==> src/rtl/mdio_pkg.sv <==
package mdio_pkg;
   localparam int unsigned FRM_W   = 32;
   localparam int unsigned RD_W    = 16;
   localparam logic [1:0]  OP_READ = 2'b10;
   // frame bit index (from MSB = 0) where the block lets go of MDIO on a read
   localparam int unsigned REL_IDX = 15;
   // frame bit index of the first returned data bit
   localparam int unsigned CAP_IDX = 16;

   typedef enum logic {
      SEQ_IDLE = 1'b0,
      SEQ_RUN  = 1'b1
   } seq_state_t;
endpackage

==> src/rtl/mdio_mdc_gen.sv <==
module mdio_mdc_gen #(
   parameter int unsigned DIV_W = 6
) (
   input  logic             clk,
   input  logic             rst_n,
   input  logic             run,
   input  logic [DIV_W-1:0] div,
   output logic             mdc,
   output logic             rise_stb,
   output logic             fall_stb
);
   logic [DIV_W-1:0] half_cnt;
   logic             hit;

   assign hit      = run && (div != '0) && (half_cnt == div - 1'b1);
   assign rise_stb = hit && !mdc;
   assign fall_stb = hit && mdc;

   always_ff @(posedge clk or negedge rst_n) begin
      if (!rst_n) begin
         half_cnt <= '0;
         mdc      <= 1'b0;
      end else if (!run) begin
         half_cnt <= '0;
         mdc      <= 1'b0;
      end else if (hit) begin
         half_cnt <= '0;
         mdc      <= ~mdc;
      end else begin
         half_cnt <= half_cnt + 1'b1;
      end
   end
endmodule

==> src/rtl/mdio_frame_seq.sv <==
module mdio_frame_seq
   import mdio_pkg::*;
#(
   parameter int unsigned PRE_LEN = 32
) (
   input  logic             clk,
   input  logic             rst_n,
   input  logic             launch,
   input  logic [FRM_W-1:0] word,
   input  logic             rise_stb,
   input  logic             fall_stb,
   input  logic             mdio_i,
   output logic             busy,
   output logic             done,
   output logic [RD_W-1:0]  rd_data,
   output logic             mdio_o,
   output logic             mdio_oe
);
   localparam int unsigned TOT = PRE_LEN + FRM_W;
   localparam int unsigned CW  = $clog2(TOT + 1);
   localparam logic [CW-1:0] LAST_BIT = CW'(TOT - 1);
   localparam logic [CW-1:0] REL_BIT  = CW'(PRE_LEN + REL_IDX);
   localparam logic [CW-1:0] CAP_BIT  = CW'(PRE_LEN + CAP_IDX);

   seq_state_t       state;
   logic [CW-1:0]    bcnt;
   logic [FRM_W-1:0] sh;
   logic             is_rd;
   logic [RD_W-1:0]  cap;
   logic             in_pre;

   generate
      if (PRE_LEN == 0) begin : g_no_pre
         assign in_pre = 1'b0;
      end else begin : g_pre
         assign in_pre = (bcnt < CW'(PRE_LEN));
      end
   endgenerate

   assign busy    = (state == SEQ_RUN);
   assign done    = busy && fall_stb && (bcnt == LAST_BIT);
   assign rd_data = cap;
   assign mdio_o  = !busy || in_pre || sh[FRM_W-1];
   assign mdio_oe = busy && !(is_rd && (bcnt >= REL_BIT));

   always_ff @(posedge clk or negedge rst_n) begin
      if (!rst_n) begin
         state <= SEQ_IDLE;
         bcnt  <= '0;
         sh    <= '0;
         is_rd <= 1'b0;
         cap   <= '0;
      end else if (!busy) begin
         if (launch) begin
            state <= SEQ_RUN;
            bcnt  <= '0;
            sh    <= word;
            is_rd <= (word[29:28] == OP_READ);
         end
      end else begin
         if (rise_stb && is_rd && (bcnt >= CAP_BIT)) begin
            cap <= {cap[RD_W-2:0], mdio_i};
         end
         if (fall_stb) begin
            if (bcnt == LAST_BIT) begin
               state <= SEQ_IDLE;
            end else begin
               bcnt <= bcnt + 1'b1;
            end
            if (!in_pre) begin
               sh <= {sh[FRM_W-2:0], 1'b0};
            end
         end
      end
   end
endmodule

==> src/rtl/mdio_evt_reg.sv <==
module mdio_evt_reg #(
   parameter int unsigned W       = 32,
   parameter int unsigned EVT_BIT = 23
) (
   input  logic         clk,
   input  logic         rst_n,
   input  logic         set,
   input  logic         clr_we,
   input  logic [W-1:0] clr_mask,
   output logic [W-1:0] evt
);
   generate
      for (genvar i = 0; i < W; i++) begin : g_bit
         if (i == EVT_BIT) begin : g_live
            always_ff @(posedge clk or negedge rst_n) begin
               if (!rst_n) begin
                  evt[i] <= 1'b0;
               end else if (set) begin
                  evt[i] <= 1'b1;
               end else if (clr_we && clr_mask[i]) begin
                  evt[i] <= 1'b0;
               end
            end
         end else begin : g_dead
            always_ff @(posedge clk or negedge rst_n) begin
               if (!rst_n) begin
                  evt[i] <= 1'b0;
               end else if (clr_we && clr_mask[i]) begin
                  evt[i] <= 1'b0;
               end
            end
         end
      end
   endgenerate
endmodule

==> src/rtl/mdio_frame_ctrl.sv <==
module mdio_frame_ctrl
   import mdio_pkg::*;
#(
   parameter int unsigned DIV_W   = 6,
   parameter int unsigned PRE_LEN = 32,
   parameter int unsigned EVT_BIT = 23
) (
   input  logic             clk,
   input  logic             rst_n,
   input  logic             cmd_we,
   input  logic [31:0]      cmd_wdata,
   output logic [31:0]      cmd_q,
   input  logic             div_we,
   input  logic [DIV_W-1:0] div_wdata,
   output logic [DIV_W-1:0] div_q,
   input  logic             evt_we,
   input  logic [31:0]      evt_wdata,
   output logic [31:0]      evt_q,
   output logic             mdc,
   output logic             mdio_o,
   output logic             mdio_oe,
   input  logic             mdio_i
);
   generate
      if (DIV_W < 1 || DIV_W > 16) begin : g_bad_div
         $error("mdio_frame_ctrl: DIV_W must lie in 1..16");
      end
      if (EVT_BIT > 31) begin : g_bad_evt
         $error("mdio_frame_ctrl: EVT_BIT must address a bit of a 32-bit word");
      end
      if (PRE_LEN > 64) begin : g_bad_pre
         $error("mdio_frame_ctrl: PRE_LEN above 64 is not supported");
      end
   endgenerate

   logic            busy;
   logic            done;
   logic            launch;
   logic            rise_stb;
   logic            fall_stb;
   logic [RD_W-1:0] rd_data;

   assign launch = cmd_we && !busy && (div_q != '0);

   always_ff @(posedge clk or negedge rst_n) begin
      if (!rst_n) begin
         div_q <= '0;
      end else if (div_we) begin
         div_q <= div_wdata;
      end
   end

   always_ff @(posedge clk or negedge rst_n) begin
      if (!rst_n) begin
         cmd_q <= '0;
      end else if (cmd_we && !busy) begin
         cmd_q <= cmd_wdata;
      end else if (done && (cmd_q[29:28] == OP_READ)) begin
         cmd_q[RD_W-1:0] <= rd_data;
      end
   end

   mdio_mdc_gen #(.DIV_W(DIV_W)) u_clk (
      .clk      (clk),
      .rst_n    (rst_n),
      .run      (busy),
      .div      (div_q),
      .mdc      (mdc),
      .rise_stb (rise_stb),
      .fall_stb (fall_stb)
   );

   mdio_frame_seq #(.PRE_LEN(PRE_LEN)) u_seq (
      .clk      (clk),
      .rst_n    (rst_n),
      .launch   (launch),
      .word     (cmd_wdata),
      .rise_stb (rise_stb),
      .fall_stb (fall_stb),
      .mdio_i   (mdio_i),
      .busy     (busy),
      .done     (done),
      .rd_data  (rd_data),
      .mdio_o   (mdio_o),
      .mdio_oe  (mdio_oe)
   );

   mdio_evt_reg #(.W(32), .EVT_BIT(EVT_BIT)) u_evt (
      .clk      (clk),
      .rst_n    (rst_n),
      .set      (done),
      .clr_we   (evt_we),
      .clr_mask (evt_wdata),
      .evt      (evt_q)
   );
endmodule

==> config.mk <==
export PLATFORM = sky130hd
export DESIGN_NAME = mdio_frame_ctrl
export DESIGN_NICKNAME = d
export VERILOG_FILES = /design/src/rtl/mdio_pkg.sv /design/src/rtl/mdio_mdc_gen.sv /design/src/rtl/mdio_frame_seq.sv /design/src/rtl/mdio_evt_reg.sv /design/src/rtl/mdio_frame_ctrl.sv
export SDC_FILE = /design/constraint.sdc
export NUM_CORES = 1
export LEC_CHECK = 0
export CORE_UTILIZATION = 52
export DETAILED_ROUTE_END_ITERATION = 10
export GPL_TIMING_DRIVEN = 1
export PLACE_DENSITY_LB_ADDON = 0.2
export REMOVE_ABC_BUFFERS = 1
export SKIP_CTS_REPAIR_TIMING = 1
export SLEW_MARGIN = 20
export SYNTH_ARGS = -nofsm -noshare
export SYNTH_HDL_FRONTEND = slang
export SYNTH_SLANG_ARGS = --single-unit
==> constraint.sdc <==
create_clock -name clk -period 4.8 [get_ports clk]
set_clock_uncertainty 0.1 [all_clocks]
set_input_delay 0.96 -clock clk [delete_from_list [all_inputs] [get_ports clk]]
set_output_delay 0.96 -clock clk [all_outputs]
set_load 0.01 [all_outputs]
## After elaboration in Yosys (flattened, before gate mapping)

Cells that the tools add are included.

- Register bits: 103
- Word-level logic and storage cells: 74
- ROM bits: 0
- Bits in writable memories: 0
- Latch bits: 0
- Output and inout port bits: 73
- Memories: 0
- Bits of input ports: 76

- Muxes and demuxes: 20
- Equal/unequal tests: 8
- Multipliers: 0
- Shifts and indexed selects: 0
- Reductions and logical operators: 27
- $lt $le $gt $ge: 3
- Div/mod/pow operators: 0
- Add/subtract/negate cells: 3
- Bitwise logic cells: 2

Operators with widths:

| kind | number |
|---|---|
| $mux 32 | 4 |
| $mux 16 | 2 |
| $mux 7 | 4 |
| $ge 7x6->1 const B | 2 |
| $logic_and 1x1->1 | 14 |
| $mux 6 | 2 |
| $mux 1 | 8 |
| $add 7x1->7 const B | 1 |
| $eq 7x6->1 const B | 1 |
| $lt 7x6->1 const B | 1 |
| $add 6x1->6 const B | 1 |
| $eq 6x6->1 | 1 |
| $ne 2x2->1 const B | 3 |
| $reduce_and 3->1 | 2 |
| $reduce_bool 2->1 | 3 |
| $reduce_bool 6->1 | 1 |
| $sub 6x1->6 const B | 1 |
| $eq 2x2->1 const B | 2 |
| $reduce_and 2->1 | 2 |
| $logic_not 1->1 | 3 |
| $logic_or 1x1->1 | 2 |
| $ne 2x1->1 const B | 1 |
| $not 1->1 | 2 |

## Depth between registers and ports, before layout

- Depth in word-level cells: 9
- Mapped depth: 9
- Mapped depth without buffers: 7

## Cells and area by module

Synthesis repeated with hierarchy kept, for this count alone.

- Cell total of the unflattened synthesis: 399
- Area total of the unflattened synthesis: 5516.5 um^2

Modules (own cells, without submodules):

| module | times used | cells an instance | area each (um^2) | sequential area each (um^2) |
|---|---|---|---|---|
| mdio_frame_seq | 1 | 206 | 2949.1 | 1426.4 |
| mdio_frame_ctrl | 1 | 103 | 1766.7 | 950.9 |
| mdio_mdc_gen | 1 | 55 | 528.0 | 175.2 |
| mdio_evt_reg | 1 | 35 | 272.8 | 25.0 |

## Worst setup path after synthesis

No wires, ideal clock.

- Kind: register to register
- Start: register div_q[0]
- End: register u_seq.state, in the netlist u_seq.busy
- Cell stages (with the launch flop): 9
- Buffers on the path: 1
- Setup time: 118 ps
- Data required time: 4582 ps
- Arrival: 2203 ps
- Setup slack: 2379 ps
- Path through: dfrtp_1 inv_1 ha_1 o21bai_1 or3b_1 and3_1 clkbuf_1 or4_1 a21o_1

- Cells in the longest elaborated chain, start to end: 6
- Elaborated cells on any way between the ends: 10
- Classes of those cells: 1 x add/sub; 1 x eq/ne; 3 x mux; 5 x reduce/logical

Ends and longest elaborated chain:

| what | line | RTL |
|---|---|---|
| from (decl) | mdio_frame_ctrl.sv:15 | `output logic [DIV_W-1:0] div_q,` |
| from (signal assigned) | mdio_frame_ctrl.sv:49 | `div_q <= div_wdata;` |
| $sub 6x1->6 / $reduce_bool 6->1 (equally long branches) | mdio_mdc_gen.sv:15, mdio_frame_ctrl.sv:43 |  |
| $eq 6x6->1 / $logic_and 1x1->1 (equally long branches) | mdio_mdc_gen.sv:15 | `assign hit = run && (div != '0) && (half_cnt == div - 1'b1);` |
| $logic_and 1x1->1 | mdio_mdc_gen.sv:15 |  |
| $logic_and 1x1->1 | mdio_mdc_gen.sv:17 | `assign fall_stb = hit && mdc;` |
| $mux 1 | mdio_frame_seq.sv:64 | `if (fall_stb) begin` |
| $mux 1 (*) | mdio_frame_seq.sv:53 | `end else if (!busy) begin` |
| to (signal assigned) | mdio_frame_seq.sv:48 | `state <= SEQ_IDLE;` |
| to (signal assigned) | mdio_frame_seq.sv:55 | `state <= SEQ_RUN;` |
| to (signal assigned) | mdio_frame_seq.sv:66 | `state <= SEQ_IDLE;` |
| to (decl) | mdio_frame_seq.sv:25 | `seq_state_t state;` |

Mark *: on every way between the ends. The rest lies on a longest branch, timed or not.
A chain may end at the register's enable or synchronous reset.

## Worst setup path in the final report

- Start: register u_seq.state, in the netlist u_seq.busy
- End: output mdio_o

- Cells in the longest elaborated chain, start to end: 3

Ends and longest elaborated chain:

| what | line | RTL |
|---|---|---|
| $logic_not 1->1 | mdio_frame_seq.sv:43 | `assign mdio_o = !busy \|\| in_pre \|\| sh[FRM_W-1];` |
| $logic_or 1x1->1 (2 in a row) | mdio_frame_seq.sv:43 |  |
| to (decl) | mdio_frame_ctrl.sv:20 | `output logic mdio_o,` |

Every way passes these cells.

==> flow_summary.toml <==
[sta]
slew_headroom_pct = 36.3
tns_ps = 0
layout_min_cycle_time_ps = 3610
hold-worst-slack_ps = 382
rsz0062_at_grt = "false"
fin_crit_sh_pct = 75.2
setup_viol = 0
hold_viol = 0
max_freq_ghz = 0.277
worst_pin_slew_ps = 956
slew_viol_final = 0

[worst_hold_path]
min_path_cells = 2
hold_class = "reg2reg"
hold_end = "cmd_q[25]"
hp-start = "cmd_q[25]"

[worst_setup_path]
crit_path_max_incr_delay_ps = 900
r2r_slack_ps = 1620
crit_family = "flip-flops"
crit_required_ps = 3740
reg2reg_depth = 7
worstPathArrival_ps = 2550
cp_max_fo = 17
critPathBufInv = 2
start_kind = "flop"
end_kind = "output pin"
r2r_start = "div_q[0]"
cpMaxStageDelayCell = "dfrtp_1"
crit_type = "reg2out"
reg2reg_to = "u_seq.rd_data[14]"
path_cells = "inv_1, or3_1, clkdlybuf4s50_1"

[final_layout]
layout.cells.most_common = "dfrtp_1"
layout-drive-gt1-share_pct = 20.0
synthToLayoutAreaGrowth_pct = 20.1
n_antenna_cell = 0
layout_common_cells = "103 x dfrtp_1, 85 x clkdlybuf4s50_1, 80 x mux2_2"
num-nets-final = 629
fin_cells = 683

[route]
wl_per_cell_um = 15.6
postRouteAntennaNets = 0
drc_errors = 0
finalWirelength_um = 10700
drtIter0Drc = 187
num_vias = 3725
viasPerCell = 5.45
dr.pass1.iters = 4

[yosys]
synthDominantCellAreaShare_pct = 50.0
yosysTopAreaCell = "dfrtp_1"
synthTopCellsByArea = "dfrtp_1 50%, mux2_2 17%, nand2_1 4.8%, buf_4 4.7%, nand4_1 2.5%"
synthCells = 473
ys.flop_type = "dfrtp_1"
avgSynthCellArea_um2 = 10.9
synth_seq_cells = 103
synthArstFlopShare_pct = 100
syn-cell-area_um2 = 5150
seq_area_frac_synth_pct = 50.0
ys_warn_count = 0
synth_edf_count = 0
synth_cell_type_count = 42

[placed_design]
placed_cells = 667
gp_congestion = 0.849
hpwl_um = 7160
io_buffers = 86

[clocking]
htreeDepth = 3
clkSinkCount = 103
worstSkewPairLatency_ps = 370
cts_root_buf = "clkbuf_8"
clk_path_buf_depth = 2
path_clk_slew_ps = 100
cts_buffers = 9
cts_tree = "yes"

[run]
drv_cap = 0

[grt]
grt-ovfl-total = 0
grt_pass1_wl_um = 17900
grt_pass1_vias = 3740
track_usage_pct = 22.5
grt_max_degree = 71
antenna_found_initial = 0

[floorplanning]
std_cell_rows = 35
start_util_pct = 54.7
ios = 149
die_h_um = 102
die_area_um2 = 10300
core_um2 = 9420
die_w_um = 102

[power_and_ir_drop]
p_comb_share_pct = 33.3
sw_frac_of_total_pct = 31.0
powerDensity_nw_per_um2 = 453
ir_drop_uv = 265
seqPwrFrac_pct = 46.3
intPower_mw = 1.93
p_switching_mw = 0.869
p_leak_nw = 2.79
power_mw = 2.80
clockPowerShare_pct = 20.4

[run_status]
status = "complete, no violations"
## area by class of cell
| type | count | area (um^2) |
|---|---|---|
| fillers | 748 | 3230 |
| well taps | 129 | 161 |
| flip-flops and latches | 103 | 2580 |
| clock inverters | 6 | 72.6 |
| repair buffers | 92 | 903 |
| clock buffers | 10 | 138 |
| inverters | 6 | 22.5 |
| multi-input cells | 337 | 2310 |
## sequential cells by signal, summed over array words and instances, names as in the netlist
name / flops
u_seq.sh: 32
cmd_q: 32
u_seq.busy: 1
u_clk.half_cnt: 6
u_seq.bcnt: 7
u_clk.mdc: 1
u_evt.evt: 1
div_q: 6
u_seq.is_rd: 1
u_seq.rd_data: 16
## kinds of logic (layout without fill, tap and decap cells)
kind of cell,Yosys count,after routing,share of synthesized area (%)
AOI/OAI and AO/OA,54,54,6.53
other,1,31,0.0728
muxes,85,85,18.5
xor gates and xnor gates,11,11,2.14
DFF,103,103,50.0
adders and majority gates,4,4,0.971
and+or+nand+nor,152,152,14.3
buffers and inverters,63,114,7.45
## metal layers
metal  routed length [um]  track usage, %  vias to the layer above
li1                     -               -                     1748
met1                 4620            28.2                     1840
met2                 5240            37.7                      124
met3                  656            6.49                       13
met4                  157            6.69                        0
met5                    0               0                        -
## stage by stage
step | area [um^2] | setup WS (ps) | util, %
final | 6190 | 1190 | 65.7
after global routing | 6190 | 1150 | 65.7
after CTS | 6180 | 1220 | 65.7
after detailed placement | 5970 | 1630 | 63.5
after global placement | 5970 | 1670 | 63.5
after floorplan | 4900 | 1070 | -
## power groups by stage
stage / Combinational [mW] / Clock, mW / Sequential [mW]
CTS: 0.947 / 0.586 / 1.30
global route: 1.03 / 0.623 / 1.33
finish: 0.934 / 0.572 / 1.30
floorplan: 0.492 / 0 / 1.33
global placement: 0.913 / 0 / 1.30
detailed placement: 0.942 / 0 / 1.31
## worst min-delay path: stages, from the launching register on
cell and delay, ps:
dfrtp_1 360, nand2_1 50, nand2_1 50
## worst max path at each step
| stage | startpoint | endpoint | slack, ps | cells past startpoint |
|---|---|---|---|---|
| 6_report | u_seq.busy | mdio_o | 1190 | 3 |
| 2_1_floorplan | u_seq.busy | u_seq.sh[10] | 1070 | 5 |
| 4_1_cts | u_seq.busy | mdio_o | 1220 | 3 |
| 3_3_place_gp | u_seq.busy | mdio_o | 1670 | 3 |
| 5_1_grt | u_seq.busy | mdio_o | 1150 | 3 |
| 3_5_place_dp | div_q[0] | u_seq.rd_data[14] | 1630 | 7 |
## Yosys cell counts, types with 4 or more instances
master,number
o21ai_0,21
a21oi_1,5
buf_2,4
nor2_1,26
nand2_1,66
mux2i_1,4
clkbuf_1,18
nand4_1,21
and3_1,5
inv_1,6
mux2_2,80
a31oi_1,18
nand3_1,7
buf_4,32
nor3_1,5
xor2_1,6
ha_1,4
xnor2_1,4
dfrtp_1,103
No activity file was read; power rests on OpenSTA's default activity.
